==> config.mk <==
export PLATFORM = sky130hd
export DESIGN_NAME = eeprom_rd_seq
export DESIGN_NICKNAME = d
export VERILOG_FILES = /design/src/rtl/eeprom_rd_pkg.sv /design/src/rtl/eeprom_qtick.sv /design/src/rtl/eeprom_cmd_shift.sv /design/src/rtl/eeprom_rx_shift.sv /design/src/rtl/eeprom_rd_seq.sv
export SDC_FILE = /design/constraint.sdc
export NUM_CORES = 1
export LEC_CHECK = 0
export ABC_AREA = 1
export BUFFER_PORTS_ARGS = -buffer_cell sky130_fd_sc_hd__clkbuf_2
export CAP_MARGIN = 20
export CORE_MARGIN = 5
export CORE_UTILIZATION = 46
export CTS_CLUSTER_DIAMETER = 120
export DETAILED_ROUTE_END_ITERATION = 12
export MAX_ROUTING_LAYER = met4
export PLACE_DENSITY = 0.72
export SYNTH_ARGS = -nofsm -noshare
export SYNTH_HDL_FRONTEND = slang
export SYNTH_SLANG_ARGS = --single-unit
export TNS_END_PERCENT = 20
==> constraint.sdc <==
create_clock -name clk -period 3.2 [get_ports clk]
set_input_delay 0.16 -clock clk [delete_from_list [all_inputs] [get_ports clk]]
set_output_delay 0.16 -clock clk [all_outputs]
set_load 0.02 [all_outputs]
==> src/rtl/eeprom_rd_pkg.sv <==
package eeprom_rd_pkg;

   typedef enum logic [2:0] {
      ST_IDLE,
      ST_SETUP,
      ST_SHIFT_CMD,
      ST_SHIFT_DATA,
      ST_FINISH
   } seq_state_t;

   // last quarter point passed inside the current serial clock period
   typedef enum logic [1:0] {
      PH_RISE,
      PH_QTR,
      PH_HALF,
      PH_3QTR
   } quarter_t;

endpackage

==> src/rtl/eeprom_qtick.sv <==
module eeprom_qtick #(
   parameter int QTR_CYCLES = 250
) (
   input  logic clk,
   input  logic rst_n,
   input  logic run_i,
   output logic tick_o
);

   generate
      if (QTR_CYCLES == 1) begin : g_direct
         // one system cycle per quarter: every running cycle is a tick
         assign tick_o = run_i;
      end else begin : g_count
         localparam int CW = $clog2(QTR_CYCLES);
         localparam logic [CW-1:0] CMAX = CW'(QTR_CYCLES - 1);

         logic [CW-1:0] cnt_q;

         always_ff @(posedge clk or negedge rst_n) begin
            if (!rst_n) begin
               cnt_q <= '0;
            end else if (!run_i) begin
               cnt_q <= '0;
            end else if (cnt_q == CMAX) begin
               cnt_q <= '0;
            end else begin
               cnt_q <= cnt_q + 1'b1;
            end
         end

         assign tick_o = run_i && (cnt_q == CMAX);
      end
   endgenerate

endmodule

==> src/rtl/eeprom_cmd_shift.sv <==
module eeprom_cmd_shift #(
   parameter int OP_W = 8,
   parameter int ADDR_W = 16,
   parameter logic [OP_W-1:0] READ_OP = 8'h03
) (
   input  logic              clk,
   input  logic              rst_n,
   input  logic              load_i,
   input  logic [ADDR_W-1:0] addr_i,
   input  logic              shift_i,
   output logic              si_o
);

   localparam int CMD_W = OP_W + ADDR_W;

   logic [CMD_W-1:0] sr_q;

   // zero fill: once the command has left, the line rests low
   always_ff @(posedge clk or negedge rst_n) begin
      if (!rst_n) begin
         sr_q <= '0;
      end else if (load_i) begin
         sr_q <= {READ_OP, addr_i};
      end else if (shift_i) begin
         sr_q <= {sr_q[CMD_W-2:0], 1'b0};
      end
   end

   assign si_o = sr_q[CMD_W-1];

endmodule

==> src/rtl/eeprom_rx_shift.sv <==
module eeprom_rx_shift #(
   parameter int DATA_W = 8
) (
   input  logic              clk,
   input  logic              rst_n,
   input  logic              sample_i,
   input  logic              so_i,
   output logic [DATA_W-1:0] data_o
);

   logic [DATA_W-1:0] rx_q;

   always_ff @(posedge clk or negedge rst_n) begin
      if (!rst_n) begin
         rx_q <= '0;
      end else if (sample_i) begin
         rx_q <= {rx_q[DATA_W-2:0], so_i};
      end
   end

   assign data_o = rx_q;

endmodule

==> src/rtl/eeprom_rd_seq.sv <==
module eeprom_rd_seq
   import eeprom_rd_pkg::*;
#(
   parameter int QTR_CYCLES = 250,
   parameter int OP_W = 8,
   parameter int ADDR_W = 16,
   parameter int DATA_W = 8,
   parameter logic [OP_W-1:0] READ_OP = 8'h03
) (
   input  logic              clk,
   input  logic              rst_n,
   input  logic              start_i,
   input  logic [ADDR_W-1:0] addr_i,
   input  logic              so_i,
   output logic              cs_n_o,
   output logic              sck_o,
   output logic              si_o,
   output logic              busy_o,
   output logic              done_o,
   output logic [DATA_W-1:0] data_o
);

   localparam int CMD_W      = OP_W + ADDR_W;
   localparam int TOTAL_BITS = CMD_W + DATA_W;
   localparam int BIT_W      = $clog2(TOTAL_BITS);
   localparam logic [BIT_W-1:0] LAST_CMD     = BIT_W'(CMD_W - 1);
   localparam logic [BIT_W-1:0] FIRST_SAMPLE = BIT_W'(CMD_W - 1);
   localparam logic [BIT_W-1:0] LAST_SAMPLE  = BIT_W'(TOTAL_BITS - 2);
   localparam logic [BIT_W-1:0] LAST_IDX     = BIT_W'(TOTAL_BITS - 1);

   generate
      if (QTR_CYCLES < 1) begin : g_bad_qtr
         $error("eeprom_rd_seq: QTR_CYCLES must be at least 1");
      end
      if (DATA_W < 2) begin : g_bad_data
         $error("eeprom_rd_seq: DATA_W must be at least 2");
      end
      if (OP_W + ADDR_W < 2) begin : g_bad_cmd
         $error("eeprom_rd_seq: command must be at least 2 bits");
      end
   endgenerate

   seq_state_t        state_q;
   quarter_t          qph_q;
   logic [BIT_W-1:0]  bitc_q;
   logic              sck_q;
   logic              cs_n_q;

   logic              tick;
   logic              running;
   logic              shifting;
   logic              load;
   logic              at_3q;
   logic              sample;

   assign shifting = (state_q == ST_SHIFT_CMD) || (state_q == ST_SHIFT_DATA);
   assign running  = (state_q == ST_SETUP) || shifting;
   assign load     = (state_q == ST_IDLE) && start_i;
   assign at_3q    = tick && shifting && (qph_q == PH_HALF);
   assign sample   = at_3q && (bitc_q >= FIRST_SAMPLE) && (bitc_q <= LAST_SAMPLE);

   eeprom_qtick #(
      .QTR_CYCLES(QTR_CYCLES)
   ) u_qtick (
      .clk    (clk),
      .rst_n  (rst_n),
      .run_i  (running),
      .tick_o (tick)
   );

   eeprom_cmd_shift #(
      .OP_W   (OP_W),
      .ADDR_W (ADDR_W),
      .READ_OP(READ_OP)
   ) u_cmd (
      .clk    (clk),
      .rst_n  (rst_n),
      .load_i (load),
      .addr_i (addr_i),
      .shift_i(at_3q),
      .si_o   (si_o)
   );

   eeprom_rx_shift #(
      .DATA_W(DATA_W)
   ) u_rx (
      .clk     (clk),
      .rst_n   (rst_n),
      .sample_i(sample),
      .so_i    (so_i),
      .data_o  (data_o)
   );

   always_ff @(posedge clk or negedge rst_n) begin
      if (!rst_n) begin
         state_q <= ST_IDLE;
         qph_q   <= PH_RISE;
         bitc_q  <= '0;
         sck_q   <= 1'b0;
         cs_n_q  <= 1'b1;
      end else begin
         case (state_q)
            ST_IDLE: begin
               if (start_i) begin
                  state_q <= ST_SETUP;
                  cs_n_q  <= 1'b0;
               end
            end
            ST_SETUP: begin
               // one quarter of setup time on the first bit
               if (tick) begin
                  state_q <= ST_SHIFT_CMD;
                  sck_q   <= 1'b1;
                  qph_q   <= PH_RISE;
                  bitc_q  <= '0;
               end
            end
            ST_SHIFT_CMD, ST_SHIFT_DATA: begin
               if (tick) begin
                  case (qph_q)
                     PH_RISE: qph_q <= PH_QTR;
                     PH_QTR: begin
                        qph_q <= PH_HALF;
                        sck_q <= 1'b0;
                     end
                     PH_HALF: begin
                        qph_q <= PH_3QTR;
                        if (bitc_q == LAST_CMD) begin
                           state_q <= ST_SHIFT_DATA;
                        end
                        if (bitc_q == LAST_IDX) begin
                           state_q <= ST_FINISH;
                           cs_n_q  <= 1'b1;
                        end
                     end
                     PH_3QTR: begin
                        qph_q  <= PH_RISE;
                        sck_q  <= 1'b1;
                        bitc_q <= bitc_q + 1'b1;
                     end
                     default: qph_q <= PH_RISE;
                  endcase
               end
            end
            ST_FINISH: state_q <= ST_IDLE;
            default:   state_q <= ST_IDLE;
         endcase
      end
   end

   assign cs_n_o = cs_n_q;
   assign sck_o  = sck_q;
   assign busy_o = (state_q != ST_IDLE);
   assign done_o = (state_q == ST_FINISH);

endmodule

After elaboration in Yosys (flattened, before gate mapping)
Cells that the tools add are included.
- $add $sub $neg: 2
- magnitude comparators: 2
- equality and inequality tests: 18
- multiplexer cells: 28
- reductions and logical operators: 20
- operators with widths (kind ; count):
    two-way mux 24 bit ; 2
    two-way mux 3 bit ; 6
    two-way mux 8 bit ; 2
    two-way mux 5 bit ; 3
    == test 5 bit (second input constant) ; 2
    != test 2 bit (second input constant) ; 5
    one-hot mux 5 bit (2 select lines) ; 1
    AND reduction 5 bit ; 2
    one-hot mux 3 bit (3 select lines) ; 1
    adder 8 x 1 -> 8 bit (second input constant) ; 1
    == test 8 bit (second input constant) ; 1
    one-hot mux 2 bit (4 select lines) ; 1
    AND reduction 4 bit ; 2
    == test 3 x 2 -> 1 bit (second input constant) ; 2
    logical AND 1 bit ; 6
    two-way mux 1 bit ; 6
    one-hot mux 1 bit (2 select lines) ; 3
    nonzero test 2 bit ; 3
    adder 5 x 1 -> 5 bit (second input constant) ; 1
    >= comparator 5 bit (second input constant) ; 1
    <= comparator 5 bit (second input constant) ; 1
    == test 2 bit (second input constant) ; 2
    two-way mux 2 bit ; 2
    one-hot mux 2 bit (2 select lines) ; 1
    12 further kinds ; 13
- register bits after elaboration: 52
- input port bits: 20
- output and inout port bits: 13
- logic and storage cells: 78

Longest topological paths before layout
Gate-level depths: netlist of run 1.
- depth after elaboration: 8
- depth in mapped cells: 10

Cells and area by module
From an unflattened synthesis of run 1, not the netlist that was laid out.
- cells, all modules: 308
- area, all modules: 2622.5 sq um
- modules (own cells, without submodules) (module ; instances ; cells each ; area an instance (sq um)):
    eeprom_cmd_shift ; 1 ; 120 ; 1081.0
    eeprom_rd_seq ; 1 ; 105 ; 810.8
    eeprom_qtick ; 1 ; 49 ; 425.4
    eeprom_rx_shift ; 1 ; 34 ; 305.3

Least setup slack after synthesis of run 1
No wires, ideal clock.
- kind: register to register
- from: reg bitc_q[0]
- to: reg state_q[0]
- library setup time: 0.117 ns
- arrival time: 1.397 ns
- data required time: 3.083 ns
- slack: 1.686 ns
- cell stages (with the launch flop): 10
- buffers on the path: 0
- path through: dfrtp_1 ha_1 nand2_1 nor2_1 ha_1 nand3b_1 nor2_1 nor2_1 nand4_1 nand2_1
- word-level cells in the longest chain between the ends: 5
- elaborated cells between the ends (all ways): 8
- ends and longest elaborated chain (element ; RTL line ; RTL):
    from (decl) ; eeprom_rd_seq.sv:45 ; logic [BIT_W-1:0] bitc_q;
    from (signal assigned) ; eeprom_rd_seq.sv:139 ; bitc_q <= bitc_q + 1'b1;
    == test 5 bit ; eeprom_rd_seq.sv:131 ; if (bitc_q == LAST_IDX) begin
    two-way mux 3 bit ; eeprom_rd_seq.sv:131 ;
    two-way mux 3 bit ; eeprom_rd_seq.sv:120 ; case (qph_q)
    two-way mux 3 bit ; eeprom_rd_seq.sv:119 ; if (tick) begin
    one-hot mux 3 bit (3 select lines) ; eeprom_rd_seq.sv:102 ; case (state_q)
    to (signal assigned) ; eeprom_rd_seq.sv:105 ; state_q <= ST_SETUP;
    to (signal assigned) ; eeprom_rd_seq.sv:129 ; state_q <= ST_SHIFT_DATA;
    to (signal assigned) ; eeprom_rd_seq.sv:132 ; state_q <= ST_FINISH;
    to (decl) ; eeprom_rd_seq.sv:43 ; seq_state_t state_q;
Parallel ways exist; a longest one is shown, timed or not. The select of a mux whose other input is x is not followed.
A chain may end at the register's enable or synchronous reset.

Final worst setup path of run 1
- from: reg u_qtick.g_count.cnt_q[1]
- to: reg state_q[0]
- word-level cells in the longest chain between the ends: 4
- elaborated cells between the ends (all ways): 5
- ends and longest elaborated chain (element ; RTL line ; RTL):
    from (decl) ; eeprom_qtick.sv:18 ; logic [CW-1:0] cnt_q;
    from (signal assigned) ; eeprom_qtick.sv:28 ; cnt_q <= cnt_q + 1'b1;
    == test 8 bit * ; eeprom_qtick.sv:32 ; assign tick_o = run_i && (cnt_q == CMAX);
    logical AND 1 bit * ; eeprom_qtick.sv:32 ;
    != test 2 bit (no line) ; -- ;
    AND reduction 5 bit (no line) * ; -- ;
    to (signal assigned) ; eeprom_rd_seq.sv:96 ; state_q <= ST_IDLE;
    to (signal assigned) ; eeprom_rd_seq.sv:105 ;
    to (signal assigned) ; eeprom_rd_seq.sv:112 ; state_q <= ST_SHIFT_CMD;
Mark *: on every way between the ends. The rest lies on a longest branch, timed or not.

==> impl_metrics.sql, run 1 <==
INSERT INTO impl_metrics (metric_group, metric, value, unit) VALUES
('logic_synthesis', 'post_synth_instance_area', '2734', 'µm²'),
('cts', 'clockBufferDepth', '2', ''),
('worst_setup_path', 'max_stage_delay', '400', 'ps'),
('worst_setup_path', 'required', '3390', 'ps'),
('worst_setup_path', 'path_buf_inv', '1', ''),
('cts', 'cts_sinks', '52', ''),
('timing', 'rsz0062_at_grt', 'no', ''),
('logic_synthesis', 'prevailing_post_synth_register_cell', 'sky130_fd_sc_hd__dfrtp_1', ''),
('logic_synthesis', 'synth.ff_latch_count', '52', ''),
('logic_synthesis', 'netlist_instances', '336', ''),
('timing', 'timing.final.crit_share', '54.65', '%'),
('detailed_routing', 'routed_wirelength', '5103', 'µm'),
('cts', 'clkSlewWorstSetupHoldPaths', '100', 'ps'),
('cts', 'cts_tree', 'yes', ''),
('worst_setup_path', 'worst_path_max_delay_cell', 'sky130_fd_sc_hd__dfrtp_1', ''),
('detailed_routing', 'detail_route.vias_per_cell', '4.847', ''),
('status', 'run_status', 'finished clean', ''),
('pwr', 'vdd.ir_drop.worst', '313.3', 'µV'),
('global_routing', 'grt_antenna_before_repair', '0', ''),
('floorplan', 'die-area', '7585', 'µm²'),
('logic_synthesis', 'netlist_top_cells_count', '160 x sky130_fd_sc_hd__nand2_1, 51 x sky130_fd_sc_hd__dfrtp_1, 24 x sky130_fd_sc_hd__nand3_1', ''),
('cts', 'clock_latency', '310', 'ps'),
('placement', 'place.detailed.hpwl', '3714', 'µm'),
('floorplan', 'chipHeight', '87.09', 'µm'),
('logic_synthesis', 'synth.area.top_cells', 'sky130_fd_sc_hd__dfrtp_1 47%, sky130_fd_sc_hd__nand2_1 22%, sky130_fd_sc_hd__nand3_1 4.4%', ''),
('floorplan', 'ios', '33', ''),
('cts', 'cts_htree_levels', '2', ''),
('worst_setup_path', 'critPathKind', 'flip-flop to flip-flop', ''),
('floorplan', 'floorplan.initialDensity', '46.73', '%'),
('timing', 'finalClockSkew', '12.62', 'ps'),
('logic_synthesis', 'yosysMostFrequentCell', 'sky130_fd_sc_hd__nand2_1', ''),
('detailed_routing', 'drt_pre_antenna_iters', '4', ''),
('detailed_routing', 'routed-via-count', '2157', ''),
('timing', 'setup_viol', '0', ''),
('detailed_routing', 'routedWlPerCell', '11.47', 'µm'),
('worst_setup_path', 'worstPathCellList', 'inv_1, ha_1, nand2_1, nor2_2, nand2_1, nand2_2, nand4_1, nand2_1, nand2_1', ''),
('global_routing', 'grt_pass1_wl', '9294', 'µm'),
('timing', 'final-hold-violation-count', '0', ''),
('pwr', 'power_leakage', '1.673', 'nW'),
('timing', 'relSlewSlack', '42.15', '%'),
('timing', 'fmax', '0.5718', 'GHz'),
('logic_synthesis', 'avgSynthCellArea', '8.137', 'µm²'),
('logic_synthesis', 'synth_sequential_area_ratio', '47.64', '%'),
('run', 'drv.max_cap_violation_count', '0', ''),
('layout', 'fraction_of_final_layout_cells_with_drive_strength_greater_than_1', '17.03', '%'),
('logic_synthesis', 'synthDominantAreaCellType', 'sky130_fd_sc_hd__dfrtp_1', ''),
('pwr', 'cellPowerDensity', '619.7', 'nW/µm²'),
('placement', 'gpl.final_weighted_congestion', '0.7892', ''),
('worst_setup_path', 'cpLargestDelayFamily', 'simple AND/OR/NAND/NOR gates', ''),
('worst_setup_path', 'critical_path.endpoint_type', 'flip-flop', ''),
('global_routing', 'grt_start_max_net_pins', '35', ''),
('floorplan', 'dieWidth', '87.09', 'µm'),
('logic_synthesis', 'synth_top_area_share', '46.68', '%'),
('global_routing', 'gr-usage-all-layers', '15.64', '%'),
('hold_path', 'holdCritPathClass', 'input port to flip-flop', ''),
('cts', 'clock_tree.root_cell', 'sky130_fd_sc_hd__clkbuf_8', ''),
('worst_setup_path', 'worst_setup_path_start_kind', 'flip-flop', ''),
('detailed_routing', 'drtIter0Drc', '96', ''),
('logic_synthesis', 'synth-edff-count', '0', ''),
('worst_setup_path', 'cp_common_cell', 'sky130_fd_sc_hd__nand2_1', ''),
('logic_synthesis', 'yosys_warnings', '0', ''),
('cts', 'cts-resized-gates', '0', ''),
('detailed_routing', 'remaining_drc_errors', '0', ''),
('logic_synthesis', 'synth-async-reset-ratio', '100.0', '%'),
('global_routing', 'first_global_vias', '2152', ''),
('floorplan', 'fp.coreArea', '5851', 'µm²'),
('logic_synthesis', 'synth.distinct_cells', '31', ''),
('layout', 'nNetsFinal', '398', ''),
('layout', 'finish.utilization', '51.43', '%'),
('layout', 'layout-area-overhead-vs-synth', '10.07', '%'),
('placement', 'place.port_buffers', '32', '');
## state kept, by name, summed over array words and instances, names as in the netlist
signal / cells
qph_q: 2
u_qtick.g_count.cnt_q: 8
sck_o: 1
u_cmd.sr_q: 24
bitc_q: 5
u_rx.data_o: 8
state_q: 3
cs_n_o: 1
## worst reg2reg max path: cells and delay by family, from the launching register on
family | cells | cell delay [ps]
adders and majority gates | 1 | 140
buffers and inverters | 1 | 70
DFF | 1 | 400
and+or+nand+nor | 7 | 1030
## cells by family after synthesis
logic type / count (synthesis) / share of synthesized area [%]
XOR/XNOR: 4 / 1.282
buffers and inverters: 30 / 6.316
adder cells (fa/ha/maj): 9 / 4.119
flip-flops: 52 / 47.64
AO/OA/AOI/OAI: 11 / 2.151
AND/OR/NAND/NOR: 230 / 38.49
## final timing paths
check                                                   startpoint  cells past startpoint                    endpoint
worst min register to register          u_cmd.sr_q[15]$_DFFE_PN0P_                      2  u_cmd.sr_q[15]$_DFFE_PN0P_
worst max-delay path            u_qtick.g_count.cnt_q[1]$_DFF_PN0_                      9      state_q[0]$_DFFE_PN0P_
min in group asynchronous                                    rst_n                      2  u_cmd.sr_q[13]$_DFFE_PN0P_
max in group asynchronous                                    rst_n                      3       bitc_q[2]$_DFFE_PN0P_
worst max register to register  u_qtick.g_count.cnt_q[1]$_DFF_PN0_                      9      state_q[0]$_DFFE_PN0P_
worst min-delay path                                     addr_i[0]                      3   u_cmd.sr_q[0]$_DFFE_PN0P_
## report_power, final
group	leakage (nW)	internal (W)	switching (W)
clock	0.0456	0.000156	0.000215
sequential	0.689	0.000781	0.0000887
combinational	0.939	0.000199	0.000424
## placed cells by master, fill, tap and decap left out
master / synthesis / routed
sky130_fd_sc_hd__a21oi_1: 2 / 2
sky130_fd_sc_hd__a31oi_1: 1 / 1
sky130_fd_sc_hd__buf_4: 2 / 1
sky130_fd_sc_hd__clkbuf_1: 0 / 1
sky130_fd_sc_hd__clkbuf_2: 0 / 32
sky130_fd_sc_hd__clkbuf_8: 0 / 5
sky130_fd_sc_hd__clkinv_2: 0 / 1
sky130_fd_sc_hd__dfrtp_1: 51 / 51
sky130_fd_sc_hd__dfstp_2: 1 / 1
sky130_fd_sc_hd__dlygate4sd3_1: 0 / 1
sky130_fd_sc_hd__ha_1: 9 / 9
sky130_fd_sc_hd__inv_1: 18 / 18
sky130_fd_sc_hd__inv_2: 2 / 2
sky130_fd_sc_hd__inv_4: 1 / 1
sky130_fd_sc_hd__inv_6: 1 / 2
sky130_fd_sc_hd__nand2_1: 160 / 160
sky130_fd_sc_hd__nand2_2: 4 / 4
sky130_fd_sc_hd__nand2_8: 1 / 1
sky130_fd_sc_hd__nand3_1: 24 / 24
sky130_fd_sc_hd__nand3_4: 1 / 1
sky130_fd_sc_hd__nand3b_1: 1 / 1
sky130_fd_sc_hd__nand4_1: 4 / 4
sky130_fd_sc_hd__nand4_4: 1 / 1
sky130_fd_sc_hd__nor2_1: 22 / 22
sky130_fd_sc_hd__nor2_2: 3 / 3
sky130_fd_sc_hd__nor2_4: 2 / 2
sky130_fd_sc_hd__nor2_8: 3 / 3
sky130_fd_sc_hd__nor3_1: 1 / 1
sky130_fd_sc_hd__nor3_2: 2 / 2
sky130_fd_sc_hd__o21ai_0: 2 / 2
sky130_fd_sc_hd__o21ai_1: 4 / 4
sky130_fd_sc_hd__o22ai_1: 2 / 2
sky130_fd_sc_hd__or2_2: 1 / 1
sky130_fd_sc_hd__xnor2_1: 1 / 1
sky130_fd_sc_hd__xor2_1: 3 / 3
## area by class of cell
type | instances | area, µm²
sequential | 52 | 1303
clock buffer | 6 | 72.57
tap | 75 | 93.84
multi-input combinational | 254 | 1259
clock inverter | 2 | 13.76
timing repair buffer | 34 | 177.7
inverter | 22 | 90.09
fill | 566 | 2841
## layer usage
layer	up-vias	track usage, %	wire (µm)
met3	7	3.500	249
met4	0	4.045	63
li1	1110	-	-
met2	40	26.09	2436
met1	1000	19.27	2354
met5	-	-	0
## per-stage QoR
| step | std cells | worst slack [ps] | total power (W) | hold WS (ps) | instance area, µm² |
|---|---|---|---|---|---|
| floorplan | 336 | 1686 | 0.001411 | -135.6 | 2734 |
| global placement | 436 | 1468 | 0.001495 | 324.3 | 2913 |
| detailed placement | 436 | 1465 | 0.001517 | 324.1 | 2913 |
| CTS | 445 | 1439 | 0.001893 | 51.55 | 3009 |
| global route | 445 | 1302 | 0.002035 | 70.14 | 3009 |
| finish | 445 | 1451 | 0.001865 | 56.28 | 3009 |
## timing repair
item / 4_1_cts / 5_1_grt
setup endpoints to repair: 0 / 0
hold buffers: 1 / 0
endpoints found under the hold margin: 32 / 0
No activity file was read; power rests on OpenSTA's default activity.
==> run 2: changes to the inputs <==
Settings changed: PLACE_DENSITY 0.72 to 0.75.
Clock period 3.2 ns to 1.6 ns, I/O delays scaled along.
==> run 2 against run 1 <==
Cell count up 4.3%. Core utilization up 4.2 points. Routed wire length up 6.9%. Clock-buffer cell count unchanged. Critical path depth unchanged. Worst hold slack better by 2.4 ps. Flip-flop and latch count unchanged. Die area unchanged. Non-clock buffer count up 19. Sequential power up 100%. Largest cell class is now multi-input gates. Highest routed layer unchanged.
==> impl_metrics.sql, run 2 (synthesized netlist as in run 1, its figures left out) <==
INSERT INTO impl_metrics (metric_group, metric, value, unit) VALUES
('placement', 'place_inst', '444', ''),
('worst_setup_path', 'arrival', '1790', 'ps'),
('layout', 'fillCellCount', '541', ''),
('cts', 'cts_buffers', '5', ''),
('floorplan', 'ios', '33', ''),
('pwr', 'power_leakage', '1.786', 'nW'),
('layout', 'most_common_cell_after_layout_fill_and_taps_aside', 'sky130_fd_sc_hd__nand2_1', ''),
('run', 'drv.max_cap_violation_count', '0', ''),
('cts', 'cts_sinks', '52', ''),
('pwr', 'vdd.ir_drop.worst', '655.5', 'µV'),
('worst_setup_path', 'critical_path.endpoint_type', 'flip-flop', ''),
('detailed_routing', 'drt_pre_antenna_iters', '4', ''),
('timing', 'setup_viol', '0', ''),
('detailed_routing', 'route.antenna.remaining_nets', '0', ''),
('hold_path', 'hold_path_startpoint', 'addr_i[12]', ''),
('placement', 'place.detailed.hpwl', '3886', 'µm'),
('timing', 'setup_total_negative_slack', '0', 'ps'),
('placement', 'gpl.final_weighted_congestion', '0.7609', ''),
('floorplan', 'fp.coreArea', '5851', 'µm²'),
('global_routing', 'first_global_vias', '2159', ''),
('floorplan', 'floorplan.rows', '28', ''),
('worst_setup_path', 'required', '1850', 'ps'),
('placement', 'place.port_buffers', '32', ''),
('cts', 'cts_tree', 'yes', ''),
('timing', 'timing.final.crit_period', '1538', 'ps'),
('global_routing', 'gr-usage-all-layers', '16.03', '%'),
('floorplan', 'die-area', '7585', 'µm²'),
('detailed_routing', 'routed-via-count', '2265', ''),
('layout', 'finalNonFillerCells', '464', ''),
('global_routing', 'grt_pass1_wl', '9515', 'µm'),
('detailed_routing', 'routedWlPerCell', '11.76', 'µm'),
('pwr', 'power.total', '0.003889', 'W'),
('cts', 'clock_tree.root_cell', 'sky130_fd_sc_hd__clkbuf_8', ''),
('detailed_routing', 'drtIter0Drc', '134', ''),
('global_routing', 'grt_start_max_net_pins', '33', ''),
('timing', 'slew_violations', '0', ''),
('worst_setup_path', 'r2r-start', 'u_qtick.g_count.cnt_q[1]$_DFF_PN0_', ''),
('worst_setup_path', 'critPathKind', 'flip-flop to flip-flop', ''),
('detailed_routing', 'remaining_drc_errors', '0', ''),
('worst_setup_path', 'cpLargestDelayFamily', 'simple AND/OR/NAND/NOR gates', ''),
('timing', 'timing.final.crit_share', '96.13', '%'),
('worst_setup_path', 'worstPathMaxFanout', '7', ''),
('cts', 'cts_htree_levels', '2', ''),
('floorplan', 'dieWidth', '87.09', 'µm'),
('layout', 'largest_register', 'u_cmd.sr_q', ''),
('worst_setup_path', 'worst_path_max_delay_cell', 'sky130_fd_sc_hd__dfrtp_1', ''),
('timing', 'rsz0062_at_grt', 'yes', ''),
('layout', 'highest_count_cells_in_the_layout_ignoring_fill_and_taps', '152 x sky130_fd_sc_hd__nand2_1, 50 x sky130_fd_sc_hd__dfrtp_1, 32 x sky130_fd_sc_hd__clkbuf_2, 21 x sky130_fd_sc_hd__nor2_1, 20 x sky130_fd_sc_hd__nand3_1', ''),
('global_routing', 'grt_ovf', '0', ''),
('pwr', 'cellPowerDensity', '1194', 'nW/µm²'),
('worst_setup_path', 'path_buf_inv', '2', ''),
('timing', 'final-hold-violation-count', '0', ''),
('layout', 'largest_register_ff_count', '24', ''),
('detailed_routing', 'routed_wirelength', '5457', 'µm'),
('timing', 'max_slew.worst_pin.slew', '556.4', 'ps'),
('layout', 'fraction_of_final_layout_cells_with_drive_strength_greater_than_1', '25.45', '%'),
('layout', 'num_antenna_cells', '0', ''),
('floorplan', 'floorplan.initialDensity', '46.73', '%'),
('layout', 'nNetsFinal', '417', ''),
('timing', 'relSlewSlack', '62.91', '%'),
('worst_setup_path', 'worst_setup_path_start_kind', 'flip-flop', ''),
('worst_setup_path', 'max_stage_delay', '400', 'ps'),
('cts', 'clkSlewWorstSetupHoldPaths', '100', 'ps'),
('worst_setup_path', 'worstPathCellList', 'inv_1, ha_2, nand2_2, nor2_4, nand3_4, nor2_8, buf_6, nand3_1, nand2_1', ''),
('timing', 'finalClockSkew', '13.61', 'ps'),
('floorplan', 'chipHeight', '87.09', 'µm'),
('global_routing', 'grt_antenna_before_repair', '0', ''),
('cts', 'clockBufferDepth', '2', ''),
('worst_setup_path', 'timing.critical_path.from', 'u_qtick.g_count.cnt_q[1]$_DFF_PN0_', ''),
('layout', 'layout-area-overhead-vs-synth', '19.13', '%'),
('hold_path', 'holdCritPathClass', 'input port to flip-flop', ''),
('timing', 'fmax', '0.6502', 'GHz'),
('status', 'run_status', 'finished clean', ''),
('cts', 'clock_latency', '310', 'ps'),
('detailed_routing', 'detail_route.vias_per_cell', '4.881', '');
## run 2: changes by cell type in the layout (fill, tap and decap cells not counted), sizes merged
cell and change:
buf +17, dlygate4sd3 +2
## run 2: final cells by class
class                      instances  area [µm²]  area share (%)
clock buffer                       6       72.57           2.228
clock inverter                     2       13.76          0.4226
inverter                          22       90.09           2.766
multi-input combinational        254        1330           40.84
sequential                        52        1304           40.03
tap                               75       93.84           2.881
timing repair buffer              53       352.8           10.83
## run 2: worst min-delay path: cells and delay by family
family / cells / cell delay (ps)
buffers and inverters: 1 / 80
AND/OR/NAND/NOR: 4 / 180
## run 2: metal layers
metal | track usage, % | part of all wire [%] | up-vias
li1 | - | - | 1149
met1 | 20.41 | 46 | 1053
met2 | 26.22 | 48 | 57
met3 | 3.500 | 5.0 | 6
met4 | 3.766 | 1.4 | 0
met5 | - | 0 | -
## run 2: final timing paths
kind / endpoint / slack, ps / depth (start not counted)
min: u_cmd.sr_q[12]$_DFFE_PN0P_ / 60 / 5
max: u_cmd.sr_q[23]$_DFFE_PN0P_ / 60 / 9
max in group asynchronous: u_cmd.sr_q[16]$_DFFE_PN0P_ / 750 / 3
min reg2reg: u_cmd.sr_q[1]$_DFFE_PN0P_ / 480 / 2
min in group asynchronous: u_qtick.g_count.cnt_q[5]$_DFF_PN0_ / 280 / 2
max reg2reg: u_cmd.sr_q[23]$_DFFE_PN0P_ / 60 / 9
## run 2: power breakdown
group | total [W] | switching, W | internal (W)
clock network | 0.000748 | 0.000435 | 0.000313
logic | 0.00140 | 0.000905 | 0.000495
registers | 0.00174 | 0.000181 | 0.00156
## run 2: stage by stage
stage / worst slack (ps) / util, % / hold WS (ps) / area, µm²
after floorplan: 85.93 / - / -215.6 / 2734
after global placement: 43.62 / 51.03 / 95.55 / 2985
after detailed placement: -6.196 / 51.03 / 99.70 / 2985
after CTS: 36.05 / 53.19 / 52.88 / 3112
after global routing: -44.21 / 55.67 / 81.09 / 3257
final: 61.98 / 55.67 / 58.73 / 3257
## run 2: repair_timing
item                                    in CTS  in global routing
hold endpoints to repair                    21                  0
resized for setup                            3                 23
hold buffers                                 3                  0
pin swaps                                    1                 21
endpoints found under the setup margin      12                 43
buffers inserted                             0                  9
